`src/rtl/psc_pkg.sv`:
```
package psc_pkg;
  typedef enum logic [2:0] {
    PS_RUN   = 3'd0,
    PS_SMM   = 3'd1,
    PS_HALT  = 3'd2,
    PS_STOPG = 3'd3,
    PS_INQ   = 3'd4
  } pstate_e;

  typedef enum logic [2:0] {
    SN_IDLE, SN_LOOK, SN_FIN, SN_WAIT, SN_WB
  } sphase_e;

  // Context resumed when neither halt nor stop applies.
  function automatic pstate_e active_ctx(input logic smm);
    return smm ? PS_SMM : PS_RUN;
  endfunction

  // The core clock runs only in the two executing contexts.
  function automatic logic core_runs(input pstate_e s);
    return (s == PS_RUN) || (s == PS_SMM);
  endfunction

  function automatic logic bus_held(input logic ah, input logic bo, input logic hl);
    return ah | bo | hl;
  endfunction
endpackage

```
`src/rtl/psc_ctx.sv`:
```
module psc_ctx
  import psc_pkg::*;
(
  input  logic    clk,
  input  logic    rst,
  input  logic    stop_req,
  input  logic    halt_ind,
  input  logic    smm_ind,
  input  logic    snoop_strobe,
  input  logic    held,
  input  logic    snoop_done,
  output pstate_e state,
  output logic    snoop_go,
  output logic    entering_stop,
  output logic    stop_exit,
  output logic    in_stop
);
  pstate_e nxt, ret_stop, ret_inq;

  assign snoop_go = snoop_strobe && held &&
                    ((state == PS_HALT) || (state == PS_STOPG));
  assign stop_exit = (state == PS_STOPG) && !snoop_go && !stop_req;
  assign in_stop   = (state == PS_STOPG) ||
                     ((state == PS_INQ) && (ret_inq == PS_STOPG));
  assign entering_stop = (nxt == PS_STOPG) && !in_stop && (state != PS_INQ);

  always_comb begin
    nxt = state;
    unique case (state)
      PS_RUN, PS_SMM: begin
        if (stop_req)      nxt = PS_STOPG;
        else if (halt_ind) nxt = PS_HALT;
        else               nxt = active_ctx(smm_ind);
      end
      PS_HALT: begin
        if (snoop_go)       nxt = PS_INQ;
        else if (stop_req)  nxt = PS_STOPG;
        else if (!halt_ind) nxt = active_ctx(smm_ind);
      end
      PS_STOPG: begin
        if (snoop_go)       nxt = PS_INQ;
        else if (!stop_req) nxt = ret_stop;
      end
      PS_INQ: begin
        if (snoop_done) nxt = ret_inq;
      end
      default: nxt = PS_RUN;
    endcase
  end

  always_ff @(posedge clk) begin
    if (rst) begin
      state    <= PS_RUN;
      ret_stop <= PS_RUN;
      ret_inq  <= PS_HALT;
    end else begin
      state <= nxt;
      if (entering_stop) ret_stop <= state;
      if (snoop_go)      ret_inq  <= state;
    end
  end

  a_r2_stop_enters: assert property (@(posedge clk) disable iff (rst)
    (core_runs(state) && stop_req) |=> (state == PS_STOPG));
  a_r3_return_entry: assert property (@(posedge clk) disable iff (rst)
    ((state == PS_STOPG) && !stop_req && !snoop_go) |=> (state == $past(ret_stop)));
  a_r7_no_snoop_active: assert property (@(posedge clk) disable iff (rst)
    core_runs(state) |=> (state != PS_INQ));
endmodule

```
`src/rtl/psc_init_hold.sv`:
```
module psc_init_hold (
  input  logic clk,
  input  logic rst,
  input  logic init_req,
  input  logic in_stop,
  input  logic entering_stop,
  input  logic stop_exit,
  output logic init_act
);
  logic pend;

  always_ff @(posedge clk) begin
    if (rst) begin
      pend     <= 1'b0;
      init_act <= 1'b0;
    end else begin
      init_act <= 1'b0;
      if (stop_exit) begin
        init_act <= pend | init_req;
        pend     <= 1'b0;
      end else if (in_stop || entering_stop) begin
        if (init_req) pend <= 1'b1;
      end else begin
        init_act <= init_req;
      end
    end
  end

  a_r5_no_act_in_stop: assert property (@(posedge clk) disable iff (rst)
    in_stop |-> !init_act);
endmodule

```
`src/rtl/psc_snoop.sv`:
```
module psc_snoop
  import psc_pkg::*;
#(
  parameter int WB_CYC = 4
) (
  input  logic clk,
  input  logic rst,
  input  logic start,
  input  logic ahold,
  input  logic boff,
  input  logic hlda,
  input  logic tag_hit,
  input  logic tag_dirty,
  output logic hit_out,
  output logic hitm_out,
  output logic wb_req,
  output logic done
);
  localparam int CW = $clog2(WB_CYC + 1);
  localparam logic [CW-1:0] CNT_LOAD = CW'(WB_CYC - 1);

  sphase_e       phase;
  logic [CW-1:0] cnt;
  logic          imm;
  logic          released;

  assign released = !boff && !hlda;
  assign done = (phase == SN_FIN) || ((phase == SN_WB) && (cnt == '0));

  always_ff @(posedge clk) begin
    if (rst) begin
      phase    <= SN_IDLE;
      cnt      <= '0;
      imm      <= 1'b0;
      hit_out  <= 1'b0;
      hitm_out <= 1'b0;
      wb_req   <= 1'b0;
    end else begin
      unique case (phase)
        SN_IDLE: if (start) begin
          phase <= SN_LOOK;
          imm   <= ahold;
        end
        SN_LOOK: begin
          if (tag_hit && tag_dirty) begin
            hitm_out <= 1'b1;
            if (imm) begin
              phase  <= SN_WB;
              wb_req <= 1'b1;
              cnt    <= CNT_LOAD;
            end else begin
              phase <= SN_WAIT;
            end
          end else begin
            hit_out <= tag_hit;
            phase   <= SN_FIN;
          end
        end
        SN_FIN: begin
          hit_out <= 1'b0;
          phase   <= SN_IDLE;
        end
        SN_WAIT: if (released) begin
          phase  <= SN_WB;
          wb_req <= 1'b1;
          cnt    <= CNT_LOAD;
        end
        SN_WB: begin
          if (cnt == '0) begin
            hitm_out <= 1'b0;
            wb_req   <= 1'b0;
            phase    <= SN_IDLE;
          end else begin
            cnt <= cnt - 1'b1;
          end
        end
        default: phase <= SN_IDLE;
      endcase
    end
  end

  a_r10_wb_under_hitm: assert property (@(posedge clk) disable iff (rst)
    wb_req |-> hitm_out);
  a_r9_hit_exclusive: assert property (@(posedge clk) disable iff (rst)
    $onehot0({hit_out, hitm_out}));
  a_r11_deferred_wb: assert property (@(posedge clk) disable iff (rst)
    (phase == SN_WAIT) |-> !wb_req);
endmodule

```
`src/rtl/stopclk_ctrl.sv`:
```
module stopclk_ctrl
  import psc_pkg::*;
#(
  parameter int DATA_W = 64,
  parameter int PAR_W  = 8,
  parameter int WB_CYC = 4
) (
  input  logic              clk,
  input  logic              rst,
  input  logic              stop_req,
  input  logic              init_req,
  input  logic              halt_ind,
  input  logic              smm_ind,
  input  logic              ahold,
  input  logic              boff,
  input  logic              hlda,
  input  logic              snoop_strobe,
  input  logic              tag_hit,
  input  logic              tag_dirty,
  output logic [2:0]        state_out,
  output logic              core_clk_en,
  output logic [DATA_W-1:0] dbus_oe,
  output logic [PAR_W-1:0]  par_oe,
  output logic              hit_out,
  output logic              hitm_out,
  output logic              wb_req,
  output logic              init_act
);
  pstate_e state;
  logic snoop_go, snoop_done, entering_stop, stop_exit, in_stop;
  logic drive_ok;

  psc_ctx u_ctx (
    .clk(clk), .rst(rst), .stop_req(stop_req), .halt_ind(halt_ind),
    .smm_ind(smm_ind), .snoop_strobe(snoop_strobe),
    .held(bus_held(ahold, boff, hlda)), .snoop_done(snoop_done),
    .state(state), .snoop_go(snoop_go), .entering_stop(entering_stop),
    .stop_exit(stop_exit), .in_stop(in_stop)
  );

  psc_init_hold u_init (
    .clk(clk), .rst(rst), .init_req(init_req), .in_stop(in_stop),
    .entering_stop(entering_stop), .stop_exit(stop_exit), .init_act(init_act)
  );

  psc_snoop #(.WB_CYC(WB_CYC)) u_snoop (
    .clk(clk), .rst(rst), .start(snoop_go), .ahold(ahold), .boff(boff),
    .hlda(hlda), .tag_hit(tag_hit), .tag_dirty(tag_dirty),
    .hit_out(hit_out), .hitm_out(hitm_out), .wb_req(wb_req), .done(snoop_done)
  );

  assign state_out   = state;
  assign core_clk_en = core_runs(state);
  assign drive_ok    = !in_stop || wb_req;

  for (genvar i = 0; i < DATA_W; i++) begin : g_doe
    assign dbus_oe[i] = drive_ok;
  end
  for (genvar j = 0; j < PAR_W; j++) begin : g_poe
    assign par_oe[j] = drive_ok;
  end

  a_r4_float_in_stop: assert property (@(posedge clk) disable iff (rst)
    (in_stop && !wb_req) |-> ((dbus_oe == '0) && (par_oe == '0)));
  a_r8_return_with_hitm: assert property (@(posedge clk) disable iff (rst)
    $fell(hitm_out) |-> (state != PS_INQ));
  a_r2_clk_gated: assert property (@(posedge clk) disable iff (rst)
    (state == PS_STOPG) |-> !core_clk_en);
endmodule

```
`config.mk`:
```
export PLATFORM = sky130hd
export DESIGN_NAME = stopclk_ctrl
export DESIGN_NICKNAME = d
export VERILOG_FILES = /design/src/rtl/psc_pkg.sv /design/src/rtl/psc_ctx.sv /design/src/rtl/psc_init_hold.sv /design/src/rtl/psc_snoop.sv /design/src/rtl/stopclk_ctrl.sv
export SDC_FILE = /design/constraint.sdc
export NUM_CORES = 1
export LEC_CHECK = 0
export ABC_AREA = 1
export ABC_CLOCK_PERIOD_IN_PS = 2100
export BUFFER_PORTS_ARGS = -buffer_cell sky130_fd_sc_hd__buf_2
export CORE_AREA = 2 2 64 66
export DETAILED_ROUTE_END_ITERATION = 10
export DIE_AREA = 0 0 66 68
export GPL_ROUTABILITY_DRIVEN = 0
export PLACE_DENSITY = 0.78
export RECOVER_POWER = 50
export SLEW_MARGIN = 25
export SYNTH_ARGS = -nofsm -noshare
export SYNTH_HDL_FRONTEND = slang
export SYNTH_SLANG_ARGS = --single-unit
```
`constraint.sdc`:
```
create_clock -name clk -period 2.1 [get_ports clk]
set_input_delay 0.105 -clock clk [delete_from_list [all_inputs] [get_ports clk]]
set_output_delay 0.105 -clock clk [all_outputs]
set_load 0.05 [all_outputs]
```
Yosys cells after proc, flatten, opt, wreduce, memory -nomap -nowiden --
Index checks and enable logic that the tools add are counted.
Storage, ports and cells: register bits after elaboration 21, input port bits 12, output and inout bits 80
Operators by class: muxes and demuxes 32, add/sub/neg operators 1, eq/ne operators 18, bitwise gates (word level) 3, reductions and logical operators 36
Operators with widths (number):
- 3-bit two-way mux | 17
- 3-bit one-hot mux with 4 select lines | 2
- 3-bit by 2-bit == test with 1-bit output (second input constant) | 6
- 1-bit logical AND | 10
- 5-bit AND reduction | 2
- 3-bit logical NOT | 3
- 1-bit two-way mux | 9
- 3-bit one-hot mux with 3 select lines | 1
- 2-bit != test (second input constant) | 4
- 3-bit by 1-bit == test with 1-bit output (second input constant) | 2
- 3-bit == test (second input constant) | 2
- 1-bit logical OR | 6
- 2-bit by 1-bit != test with 1-bit output (second input constant) | 3
- 2-bit AND reduction | 3
- 3-bit AND reduction | 2
- 1-bit logical NOT | 5
- 1-bit one-hot mux with 2 select lines | 2
- 2-bit nonzero test | 2
- 2-bit OR reduction | 2
- 3-bit != test (second input constant) | 1
- 1-bit OR | 3
- 1-bit one-hot mux with 3 select lines | 1
- 3-bit nonzero test | 1
- 3-bit by 1-bit subtractor with 3-bit output (second input constant) | 1

Longest topological paths before layout --
Gate-level depths: netlist of run 1.
word-level depth 12, depth in mapped cells 11

Cells and area by module --
A second synthesis of run 1 with hierarchy kept.
Unflattened totals: cells, all modules 268, area, all modules 1786.7 um^2
Modules (own cells, without submodules):
- psc_snoop | area each 581.8 um^2, cells an instance 93, instances 1
- stopclk_ctrl | area each 563.0 um^2, cells an instance 78, instances 1
- psc_ctx | area each 551.8 um^2, cells an instance 83, instances 1
- psc_init_hold | area each 90.1 um^2, cells an instance 14, instances 1

Worst setup path after synthesis of run 1 --
No wires, ideal clock.
path kind reg2out, start point register u_ctx.state[1], end point output dbus_oe[0], stages on the path, launching flop included 7, data required time 1.995 ns, data arrival time 2.196 ns, slack -0.201 ns, path through dfxtp_1 -> nor2_1 -> nand2_1 -> nor2_1 -> a21oi_1 -> or2_2 -> buf_4
Between the ends: word-level cells in the longest chain between the ends 5
RTL lines:
- start: declaration | RTL line psc_ctx.sv:12 | output pstate_e state,
- start signal: assignment | RTL line psc_ctx.sv:57 | state <= nxt;
- 3-bit == test | RTL line psc_ctx.sv:24 | ((state == PS_INQ) && (ret_inq == PS_STOPG));
- 1-bit logical AND | RTL line psc_ctx.sv:24
- 1-bit logical OR * | RTL line psc_ctx.sv:23 | assign in_stop = (state == PS_STOPG) ||
- 1-bit logical NOT * | RTL line stopclk_ctrl.sv:54 | assign drive_ok = !in_stop || wb_req;
- 1-bit logical OR * | RTL line stopclk_ctrl.sv:54
- end: declaration | RTL line stopclk_ctrl.sv:22 | output logic [DATA_W-1:0] dbus_oe,
Every way passes the cells marked *; elsewhere a longest branch is shown, timed or not.

Worst setup path after layout of run 1 --
start point register u_ctx.state[0], end point output dbus_oe[34]
Same word-level chain as after synthesis.

==> results of run 1 <==
## registers in the layout, indices dropped and copies added, names as in the netlist
register          flops
u_snoop.hitm_out      1
u_ctx.state           3
u_ctx.ret_inq         3
u_ctx.ret_stop        3
u_snoop.hit_out       1
u_snoop.imm           1
u_init.init_act       1
u_snoop.wb_req        1
u_snoop.cnt           3
u_init.pend           1
u_snoop.phase         3
## power by group through the flow
stage,clock [mW],sequential (mW),combinational (mW)
3_3_place_gp,0,0.455,0.619
6_report,0.274,0.447,0.624
4_1_cts,0.278,0.447,0.630
2_1_floorplan,0,0.487,0.583
3_5_place_dp,0,0.456,0.625
5_1_grt,0.293,0.450,0.670
## worst max-delay path, delay by kind of cell (launching register included)
kind | cells | cell delay (ns)
AO/OA/AOI/OAI | 1 | 0.23
buffers and inverters | 1 | 0.31
flip-flops | 1 | 0.47
AND/OR/NAND/NOR | 4 | 0.55
## cells by family after synthesis
group	after synthesis	synth area share, %
compound gates	32	11.8
fa+ha+maj	2	1.54
buf+inv	101	40.0
flops	21	25.8
simple gates	70	20.8
## worst paths after layout
check | startpoint | end | slack, ns | cells after the start
worst max-delay path | u_ctx.state[0]$_SDFF_PP0_ | dbus_oe[34] | 0.16 | 6
worst min-delay path | init_req | u_init.pend$_SDFFE_PP0P_ | 0.09 | 3
worst max register to register | u_snoop.cnt[0]$_SDFFE_PP0P_ | u_ctx.ret_stop[1]$_SDFFE_PP0P_ | 0.35 | 11
worst min register to register | u_snoop.cnt[0]$_SDFFE_PP0P_ | u_snoop.cnt[0]$_SDFFE_PP0P_ | 0.46 | 1
## stage by stage
stage	setup WS [ns]	instances	hold slack, ns
4_1_cts	0.0269	298	0.0881
5_1_grt	-0.0459	299	0.0921
2_1_floorplan	0.0665	226	0.240
3_3_place_gp	0.327	293	0.365
3_5_place_dp	0.265	293	0.373
6_report	0.161	299	0.0886
## final cells by class
class / instances / area, sq um
well taps: 50 / 62.6
fillers: 416 / 2210
inverters: 27 / 101
multi-input cells: 106 / 567
clock inverters: 1 / 5.00
clock buffers: 3 / 41.3
flip-flops and latches: 21 / 420
repair buffers: 91 / 452
## timing repair
action,CTS,global route
pin swaps,0,1
gates cloned,1,1
setup endpoints to repair,72,72
gates resized for setup,1,2
hold buffers,0,0
## per-layer routing
metal | wire length, um | GRT usage [%] | part of all wire [%] | up-vias
li1 | - | - | - | 686
met1 | 1270 | 15.1 | 43 | 600
met2 | 1350 | 24.1 | 46 | 78
met3 | 257 | 1.48 | 8.8 | 5
met4 | 56 | 6.89 | 1.9 | 0
met5 | 0 | 0 | 0 | -
## layout by cell type (no fill, tap or decap), types with 2 or more instances in the layout
cell type,netlist,routed
inv_1,23,23
ha_1,2,2
nand3_1,6,7
clkbuf_8,0,3
a211oi_1,2,2
inv_2,4,4
o21ai_0,8,9
dfxtp_1,21,21
nand2_2,7,5
nor2_2,4,4
a21oi_2,2,3
or2_4,0,2
nand2_1,21,23
buf_2,1,85
nor3_1,2,2
o211ai_1,2,2
nor3_2,2,2
a21oi_1,12,11
clkbuf_1,1,5
nor2_1,23,23
==> flow_metrics.tcl, run 1 <==
set metrics [dict create \
    row_count 23 \
    critPathRequiredTime_ns 2.00 \
    hold_viol 0 \
    worstSkewPairLatency_ns 0.27 \
    combPwrFrac_pct 46.4 \
    period_needed_ns 1.94 \
    slew_violations 0 \
    grt_max_degree 37 \
    cp_cell_sequence "nor2_1 > nand2_1 > nor2_1 > a21oi_2 > or2_4 > buf_2" \
    tns_ns 0 \
    critPathSlowestCell "dfxtp_1" \
    syn_inst 226 \
    grt_pass1_wl_um 4590 \
    synth-seq-area-share_pct 25.8 \
    p_clk_share_pct 20.4 \
    relSlewSlack_pct 60.0 \
    nNetsFinal 264 \
    finalCritPeriodShare_pct 92.3 \
    yosysTopAreaCell "buf_4" \
    yosysUniqueCellTypes 28 \
    power_mw 1.35 \
    cts.clk_slew.worst_paths_ns 0.08 \
    vias_per_cell 4.58 \
    yosys_register_bits 21 \
    fmax_mhz 516 \
    diodes 0 \
    synth_top_area_share_pct 33.2 \
    die_h_um 68 \
    synth.area.top_cells "buf_4 33%, dfxtp_1 26%, inv_1 5.3%" \
    critPathCaptureType "primary output" \
    wirelength_um 2940 \
    grt_pass1_vias 1083 \
    outcome "complete, no violations" \
    num_vias 1369 \
    placed_area_sq_um 1600 \
    hpwlAfterDp_um 2150 \
    cp.arrival_ns 1.83 \
    p_seq_share_pct 33.2 \
    cts_tree "yes" \
    internal_power_mw 0.682 \
    netSwitchingFraction_pct 49.3 \
    cts.sinks 21 \
    crit_path_start_kind "register" \
    clockBufferDepth 2 \
    setup_viol_count_final 0 \
    synthesis.nets 240 \
    drtIter0Drc 35 \
    postSynthAreaPerCell_sq_um 7.20 \
    synth_edf_count 0 \
    max_slew.worst_pin.slew_ns 0.602 \
    crit_fanout 36 \
    rsz0062_at_grt "yes" \
    io_buffers 91 \
    post_drt_wl_per_cell_um 9.82 \
    initial_core_util_pct 42.2 \
    fp.dieW_um 66 \
    netlist_top_cells_count "72 x buf_4, 23 x inv_1, 23 x nor2_1, 21 x dfxtp_1, 21 x nand2_1" \
    dieArea_sq_um 4490 \
    crit_path_frequent_cell "nor2_1" \
    placeableCoreArea_sq_um 3860 \
    ir_worst_vdd_mv 0.359 \
    final_util_pct 42.8 \
    yosys_most_used_dff "dfxtp_1" \
    p_switching_mw 0.664 \
    drive_gt1_share_pct 45.8 \
    area_growth_pct 1.38 \
    post_cts_buffers 0 \
    power_density_nw_per_um2 816 \
    drc 0 \
    cts_buffers 3 \
    antenna_found_initial 0 \
    drv_cap 0 \
    pin_count 92 \
    async_flop_share_pct 0 \
    htree_num_levels 1 \
    yosysWarnings 0 \
    dr.pass1.iters 4 \
    grt_overflow 0 \
    grtUsageTotal_pct 13.2 \
    final_area_sq_um 1650 \
    skew_ns 0.00124 \
    cts_root_buf "clkbuf_8" \
    synth.most_common_cell "buf_4" \
    worstSetupPathType "register to primary output" \
    p_leak_nw 0.776 \
    max_stage_delay_ns 0.47 \
    hold_class "input pin to register" \
    syn-cell-area_sq_um 1630 \
    ant_nets 0 \
]
Note: power is estimated with default switching activity, not from simulation.
==> inputs of run 2 (changes only) <==
CORE_AREA = 2 2 66 68   (was 2 2 64 66)
DIE_AREA = 0 0 68 70   (was 0 0 66 68)
SYNTH_HIERARCHICAL = 1   (was unset)
==> flow_metrics.tcl, run 2 <==
set metrics [dict create \
    outcome "complete, no violations" \
    num_vias 1567 \
    cp_num_buf_inv 2 \
    worstSetupPathType "register to primary output" \
    pin_count 92 \
    cts_root_buf "clkbuf_8" \
    die_h_um 70 \
    p_seq_share_pct 23.5 \
    fill_cells 441 \
    yosysWarnings 6 \
    worstSkewPairLatency_ns 0.26 \
    cts.sinks 21 \
    drc 0 \
    placed_area_sq_um 1800 \
    cp.arrival_ns 1.89 \
    syn_inst 268 \
    fmax_mhz 500 \
    tns_ns 0 \
    yosysTopAreaCell "buf_4" \
    cts_hold_buf 0 \
    critPathRequiredTime_ns 2.00 \
    antenna_found_initial 0 \
    clockBufferDepth 2 \
    postSynthAreaPerCell_sq_um 6.67 \
    cts.clk_slew.worst_paths_ns 0.08 \
    drv_cap 0 \
    critPathCaptureType "primary output" \
    drive_gt1_share_pct 39.4 \
    finalCritPeriodShare_pct 95.2 \
    yosysUniqueCellTypes 26 \
    hold_class "input pin to register" \
    io_buffers 91 \
    dr.pass1.iters 4 \
    final.setup.worst_slack_ns 0.101 \
    grt_pass1_wl_um 5380 \
    max_stage_delay_ns 0.40 \
    vias_per_cell 4.49 \
    cts_tree "yes" \
    placeableCoreArea_sq_um 4140 \
    internal_power_mw 0.969 \
    post_drt_wl_per_cell_um 9.55 \
    drt-met1-wl_um 1450 \
    p_leak_nw 0.962 \
    final_common_cell "buf_2" \
    p_switching_mw 1.38 \
    grt_max_degree 37 \
    hpwlAfterDp_um 2440 \
    grt_pass1_vias 1259 \
    area_growth_pct 6.51 \
    synthesis.nets 282 \
    crit_fanout 36 \
    initial_core_util_pct 43.1 \
    hold_viol 0 \
    yosys_most_used_dff "dfxtp_1" \
    fp.dieW_um 68 \
    ir_worst_vdd_mv 0.508 \
    grtUsageTotal_pct 14.2 \
    cts_buffers 3 \
    rsz0062_at_grt "yes" \
    setup_viol_count_final 0 \
    critPathSlowestCell "o41ai_4" \
    final_area_sq_um 1900 \
    netSwitchingFraction_pct 58.7 \
    nNetsFinal 312 \
    ant_nets 0 \
    relSlewSlack_pct 60.5 \
    combPwrFrac_pct 65.4 \
    dieArea_sq_um 4760 \
    synth.most_common_cell "buf_4" \
    yosys_register_bits 21 \
    wl_met3_um 314 \
    final_cell_mix "71 x buf_2, 47 x nand2_1, 36 x inv_1" \
    drtIter0Drc 46 \
    row_count 24 \
    skew_ns 0.00447 \
    pre_cts_ws_ns 0.241 \
    slew_violations 0 \
    diodes 0 \
    wirelength_um 3330 \
    power_density_nw_per_um2 1230 \
    period_needed_ns 2.00 \
    max_slew.worst_pin.slew_ns 0.595 \
    grt_overflow 0 \
    cp_cell_sequence "nor2_4 > nand2_1 > o41ai_4 > buf_4 > nand2_8 > buf_2" \
    synth_top_area_share_pct 30.3 \
    htree_num_levels 1 \
    synth_edf_count 0 \
    crit_path_start_kind "register" \
    p_clk_share_pct 11.1 \
    synth-seq-area-share_pct 23.5 \
    synth.area.top_cells "buf_4 30%, dfxtp_1 24%, nand2_1 9.5%" \
    async_flop_share_pct 0 \
    netlist_top_cells_count "72 x buf_4, 45 x nand2_1, 34 x inv_1, 27 x nor2_1, 21 x dfxtp_1" \
    cp_top_family "buffers and inverters" \
    met2WireLength_um 1510 \
    syn-cell-area_sq_um 1790 \
    top_layer_used "met4" \
]
run 2: changes by cell type after synthesis, moves of 2 or more:
cell / before / now
inv_1: 23 / 34
nand2_1: 21 / 45
nand2_2: 7 / 10
nand3_1: 6 / 12
nor2_1: 23 / 27
nor3_1: 2 / 5
o21ai_0: 8 / 6
run 2: final timing paths:
kind                                  start                              to  slack (ns)  depth (start not counted)
max               u_ctx/state[1]$_SDFF_PP0_                     dbus_oe[10]        0.10                          6
min                                init_req        u_init/pend$_SDFFE_PP0P_        0.12                          3
max reg2reg     u_snoop/cnt[0]$_SDFFE_PP0P_      u_init/init_act$_SDFF_PP0_        0.22                         13
min reg2reg  u_ctx/ret_stop[2]$_SDFFE_PP0P_  u_ctx/ret_stop[2]$_SDFFE_PP0P_        0.45                          2
run 2: through the flow:
stage          util [%]  power, mW  hold slack [ns]  std cells
2_1_floorplan         -       1.96            0.167        268
3_3_place_gp       43.4       2.04            0.400        341
3_5_place_dp       43.4       2.05            0.391        341
4_1_cts            45.0       2.34            0.123        346
5_1_grt            45.9       2.53            0.129        349
6_report           45.9       2.34            0.121        349
run 2: cell families (layout without fill, tap and decap cells):
logic type               after synthesis  after routing  synth area share (%)
buffers and inverters                111            138                  38.4
adder cells (fa/ha/maj)                2              2                  1.40
AND/OR/NAND/NOR                      110            112                  29.0
flip-flops                            21             21                  23.5
AO/OA/AOI/OAI                         24             24                  7.63
run 2: cell type report:
class	count	area [sq um]	area share, %
multi-input combinational	138	731	38.4
timing repair buffer	95	493	25.9
sequential	21	422	22.2
inverter	39	146	7.69
tap	52	65.1	3.42
clock buffer	3	41.3	2.17
clock inverter	1	5.00	0.263
run 2: metal layers:
| layer | vias up | global-route usage, % |
|---|---|---|
| li1 | 809 | - |
| met1 | 661 | 18.9 |
| met2 | 91 | 23.7 |
| met3 | 6 | 0.966 |
| met4 | 0 | 5.33 |
| met5 | - | 0 |
run 2: power by group through the flow:
stage / combinational [mW] / sequential [mW] / clock (mW)
2_1_floorplan: 1.30 / 0.662 / 0
3_3_place_gp: 1.48 / 0.554 / 0
3_5_place_dp: 1.49 / 0.558 / 0
4_1_cts: 1.52 / 0.550 / 0.271
5_1_grt: 1.68 / 0.560 / 0.289
6_report: 1.53 / 0.551 / 0.261
run 2: worst register-to-register path, delay by kind of cell (launching register included):
family / cells / cell delay [ns]
AND/OR/NAND/NOR: 10 / 1.16
buffers and inverters: 2 / 0.14
adder cells (fa/ha/maj): 1 / 0.18
flip-flops: 1 / 0.30
run 2: repair_timing:
action	CTS	global route
buffers inserted	0	2
cloned	1	1
endpoints found under the setup margin	72	72
resized for setup	2	16
pin swaps	1	3
==> inputs of run 3 (changes only) <==
ABC_AREA = unset   (was 1)
CORE_AREA = 2 2 65 67   (was 2 2 66 68)
DIE_AREA = 0 0 67 69   (was 0 0 68 70)
PLACE_DENSITY = 0.79   (was 0.78)
RECOVER_POWER = unset   (was 50)
==> flow_metrics.tcl, run 3 <==
set metrics [dict create \
    synth.area.top_cells "buf_4 32%, dfxtp_1 25%, a21oi_1 3.5%" \
    yosysUniqueCellTypes 43 \
    yosys_most_used_dff "dfxtp_1" \
    rr_startpoint "u_snoop/cnt[0]$_SDFFE_PP0P_" \
    cts_root_buf "clkbuf_8" \
    critPathSlowestCell "or3b_1" \
    placeableCoreArea_sq_um 3910 \
    die_h_um 69 \
    grt_pass1_wl_um 5040 \
    regArea_sq_um 423 \
    diodes 0 \
    grt_overflow 0 \
    p_leak_nw 0.785 \
    vias_per_cell 4.81 \
    final.setup.worst_slack_ns -0.112 \
    cts.clk_slew.worst_paths_ns 0.08 \
    drc 0 \
    outcome "finished, violations left" \
    row_count 23 \
    critPathLaunch "u_snoop/cnt[0]$_SDFFE_PP0P_" \
    htree_num_levels 1 \
    final_util_pct 47.1 \
    grt_pass1_vias 1113 \
    syn_inst 204 \
    postSynthAreaPerCell_sq_um 8.38 \
    period_needed_ns 2.21 \
    power_density_nw_per_um2 757 \
    worstSetupPathType "register to register" \
    setup_viol_count_final 5 \
    final_common_cell "buf_2" \
    final_cell_mix "91 x buf_2, 19 x dfxtp_1, 15 x buf_4" \
    netlist_top_cells_count "74 x buf_4, 21 x dfxtp_1, 12 x a21oi_1, 9 x nand2b_1, 7 x nand2_1" \
    power_mw 1.40 \
    rsz0062_at_grt "yes" \
    cp_cell_sequence "inv_2 > ha_4 > nand2b_4 > or3b_1 > a21oi_2 > nor3b_4 > a31oi_1 > nor4bb_1 > buf_4 > buf_4 > mux2i_1" \
    worstSkewPairLatency_ns 0.26 \
    final_cells 284 \
    pin_count 92 \
    critPathCaptureType "register" \
    cp_top_family "simple AND/OR/NAND/NOR gates" \
    tns_ns -0.365 \
    dr.pass1.iters 4 \
    io_buffers 91 \
    synthesis.nets 218 \
    violations "setup timing" \
    synth.most_common_cell "buf_4" \
    initial_core_util_pct 43.7 \
    relSlewSlack_pct 49.9 \
    hold_class "input pin to register" \
    fmax_mhz 452 \
    critPathRequiredTime_ns 2.29 \
    post_drt_wl_per_cell_um 12.0 \
    ir_worst_vdd_mv 0.510 \
    cts.sinks 21 \
    cp_num_buf_inv 3 \
    drive_gt1_share_pct 55.1 \
    skew_ns 0.00464 \
    yosysWarnings 6 \
    multi_input_area_sq_um 723 \
    synth_edf_count 0 \
    grtUsageTotal_pct 13.5 \
    cts_tree "yes" \
    drtIter0Drc 60 \
    crit_path_start_kind "register" \
    ant_nets 0 \
    synth_top_area_share_pct 32.5 \
    clockBufferDepth 2 \
    synth-seq-area-share_pct 24.6 \
    max_slew.worst_pin.slew_ns 0.733 \
    slew_violations 0 \
    fp.dieW_um 67 \
    async_flop_share_pct 0 \
    num_vias 1367 \
    yosysTopAreaCell "buf_4" \
    yosys_register_bits 21 \
    crit_path_frequent_cell "buf_4" \
    dp.cells 274 \
    hpwlAfterDp_um 2410 \
    drv_cap 0 \
    dieArea_sq_um 4620 \
    cts_buffers 3 \
    hold_viol 0 \
    crit_fanout 4 \
    fill_cells 408 \
    wirelength_um 3410 \
    nNetsFinal 249 \
    area_growth_pct 7.83 \
    holdCritStartpoint "ahold" \
    antenna_found_initial 0 \
    grt_max_degree 73 \
    max_stage_delay_ns 0.36 \
    syn-cell-area_sq_um 1710 \
    finalCritPeriodShare_pct 105 \
    cp.arrival_ns 2.41 \
]
## run 3: worst paths after layout
check                                   endpoint  slack, ns  cells past startpoint
setup / recovery  u_ctx/ret_stop[1]$_SDFFE_PP0P_      -0.11                     11
hold / removal          u_snoop/imm$_SDFFE_PP0P_       0.11                      3
setup reg to reg  u_ctx/ret_stop[1]$_SDFFE_PP0P_      -0.11                     11
hold reg to reg   u_ctx/ret_stop[1]$_SDFFE_PP0P_       0.48                      2
## run 3: worst reg2reg max path, delay by kind of cell, from the launching register on
kind / cells / cell delay (ns)
muxes: 1 / 0.17
AOI/OAI and AO/OA: 2 / 0.26
buffers and inverters: 3 / 0.34
and+or+nand+nor: 4 / 0.90
DFF: 1 / 0.33
adders and majority gates: 1 / 0.14
## run 3: report_power, final
group | switching [mW] | leakage (nW) | total (mW) | internal, mW
sequential | 0.0261 | 0.172 | 0.447 | 0.420
combinational | 0.519 | 0.591 | 0.682 | 0.163
clock | 0.133 | 0.0228 | 0.268 | 0.135
total | 0.678 | 0.785 | 1.40 | 0.719
## run 3: cell families (layout without fill, tap and decap cells)
logic type | after synthesis | count (layout) | synth area share, %
muxes | 4 | 4 | 2.34
AOI/OAI and AO/OA | 38 | 38 | 14.3
buffers and inverters | 87 | 116 | 36.4
and+or+nand+nor | 52 | 53 | 20.9
adders and majority gates | 2 | 2 | 1.46
DFF | 21 | 21 | 24.6
## run 3: stage by stage
stage / instance area, sq um / hold WS, ns / setup slack [ns]
after floorplan: 1740 / 0.174 / 0.00213
after global placement: 1730 / 0.370 / -0.0127
after detailed placement: 1730 / 0.395 / -0.111
after CTS: 1800 / 0.109 / -0.107
after global routing: 1840 / 0.114 / -0.245
final: 1840 / 0.114 / -0.112
## run 3: repair_timing
action / CTS / global route
pin swaps: 0 / 2
gates cloned: 0 / 1
hold endpoints to repair: 0 / 0
endpoints found under the setup margin: 76 / 77
resized for setup: 2 / 4
setup buffers: 2 / 3
hold buffers: 0 / 0
## run 3: final cells by class
type | instances | area share (%)
multi-input combinational | 97 | 39.2
timing repair buffer | 106 | 30.8
sequential | 21 | 22.9
inverter | 6 | 1.22
tap | 50 | 3.39
clock buffer | 4 | 2.44
## run 3: routing by layer
metal  up-vias  part of all wire, %  GRT usage [%]
met3         4                  6.8           4.40
met2        48                   51           23.4
met5         -                    0              0
met4         0                 0.70           2.72
met1       621                   42           16.0
li1        694                    -              -
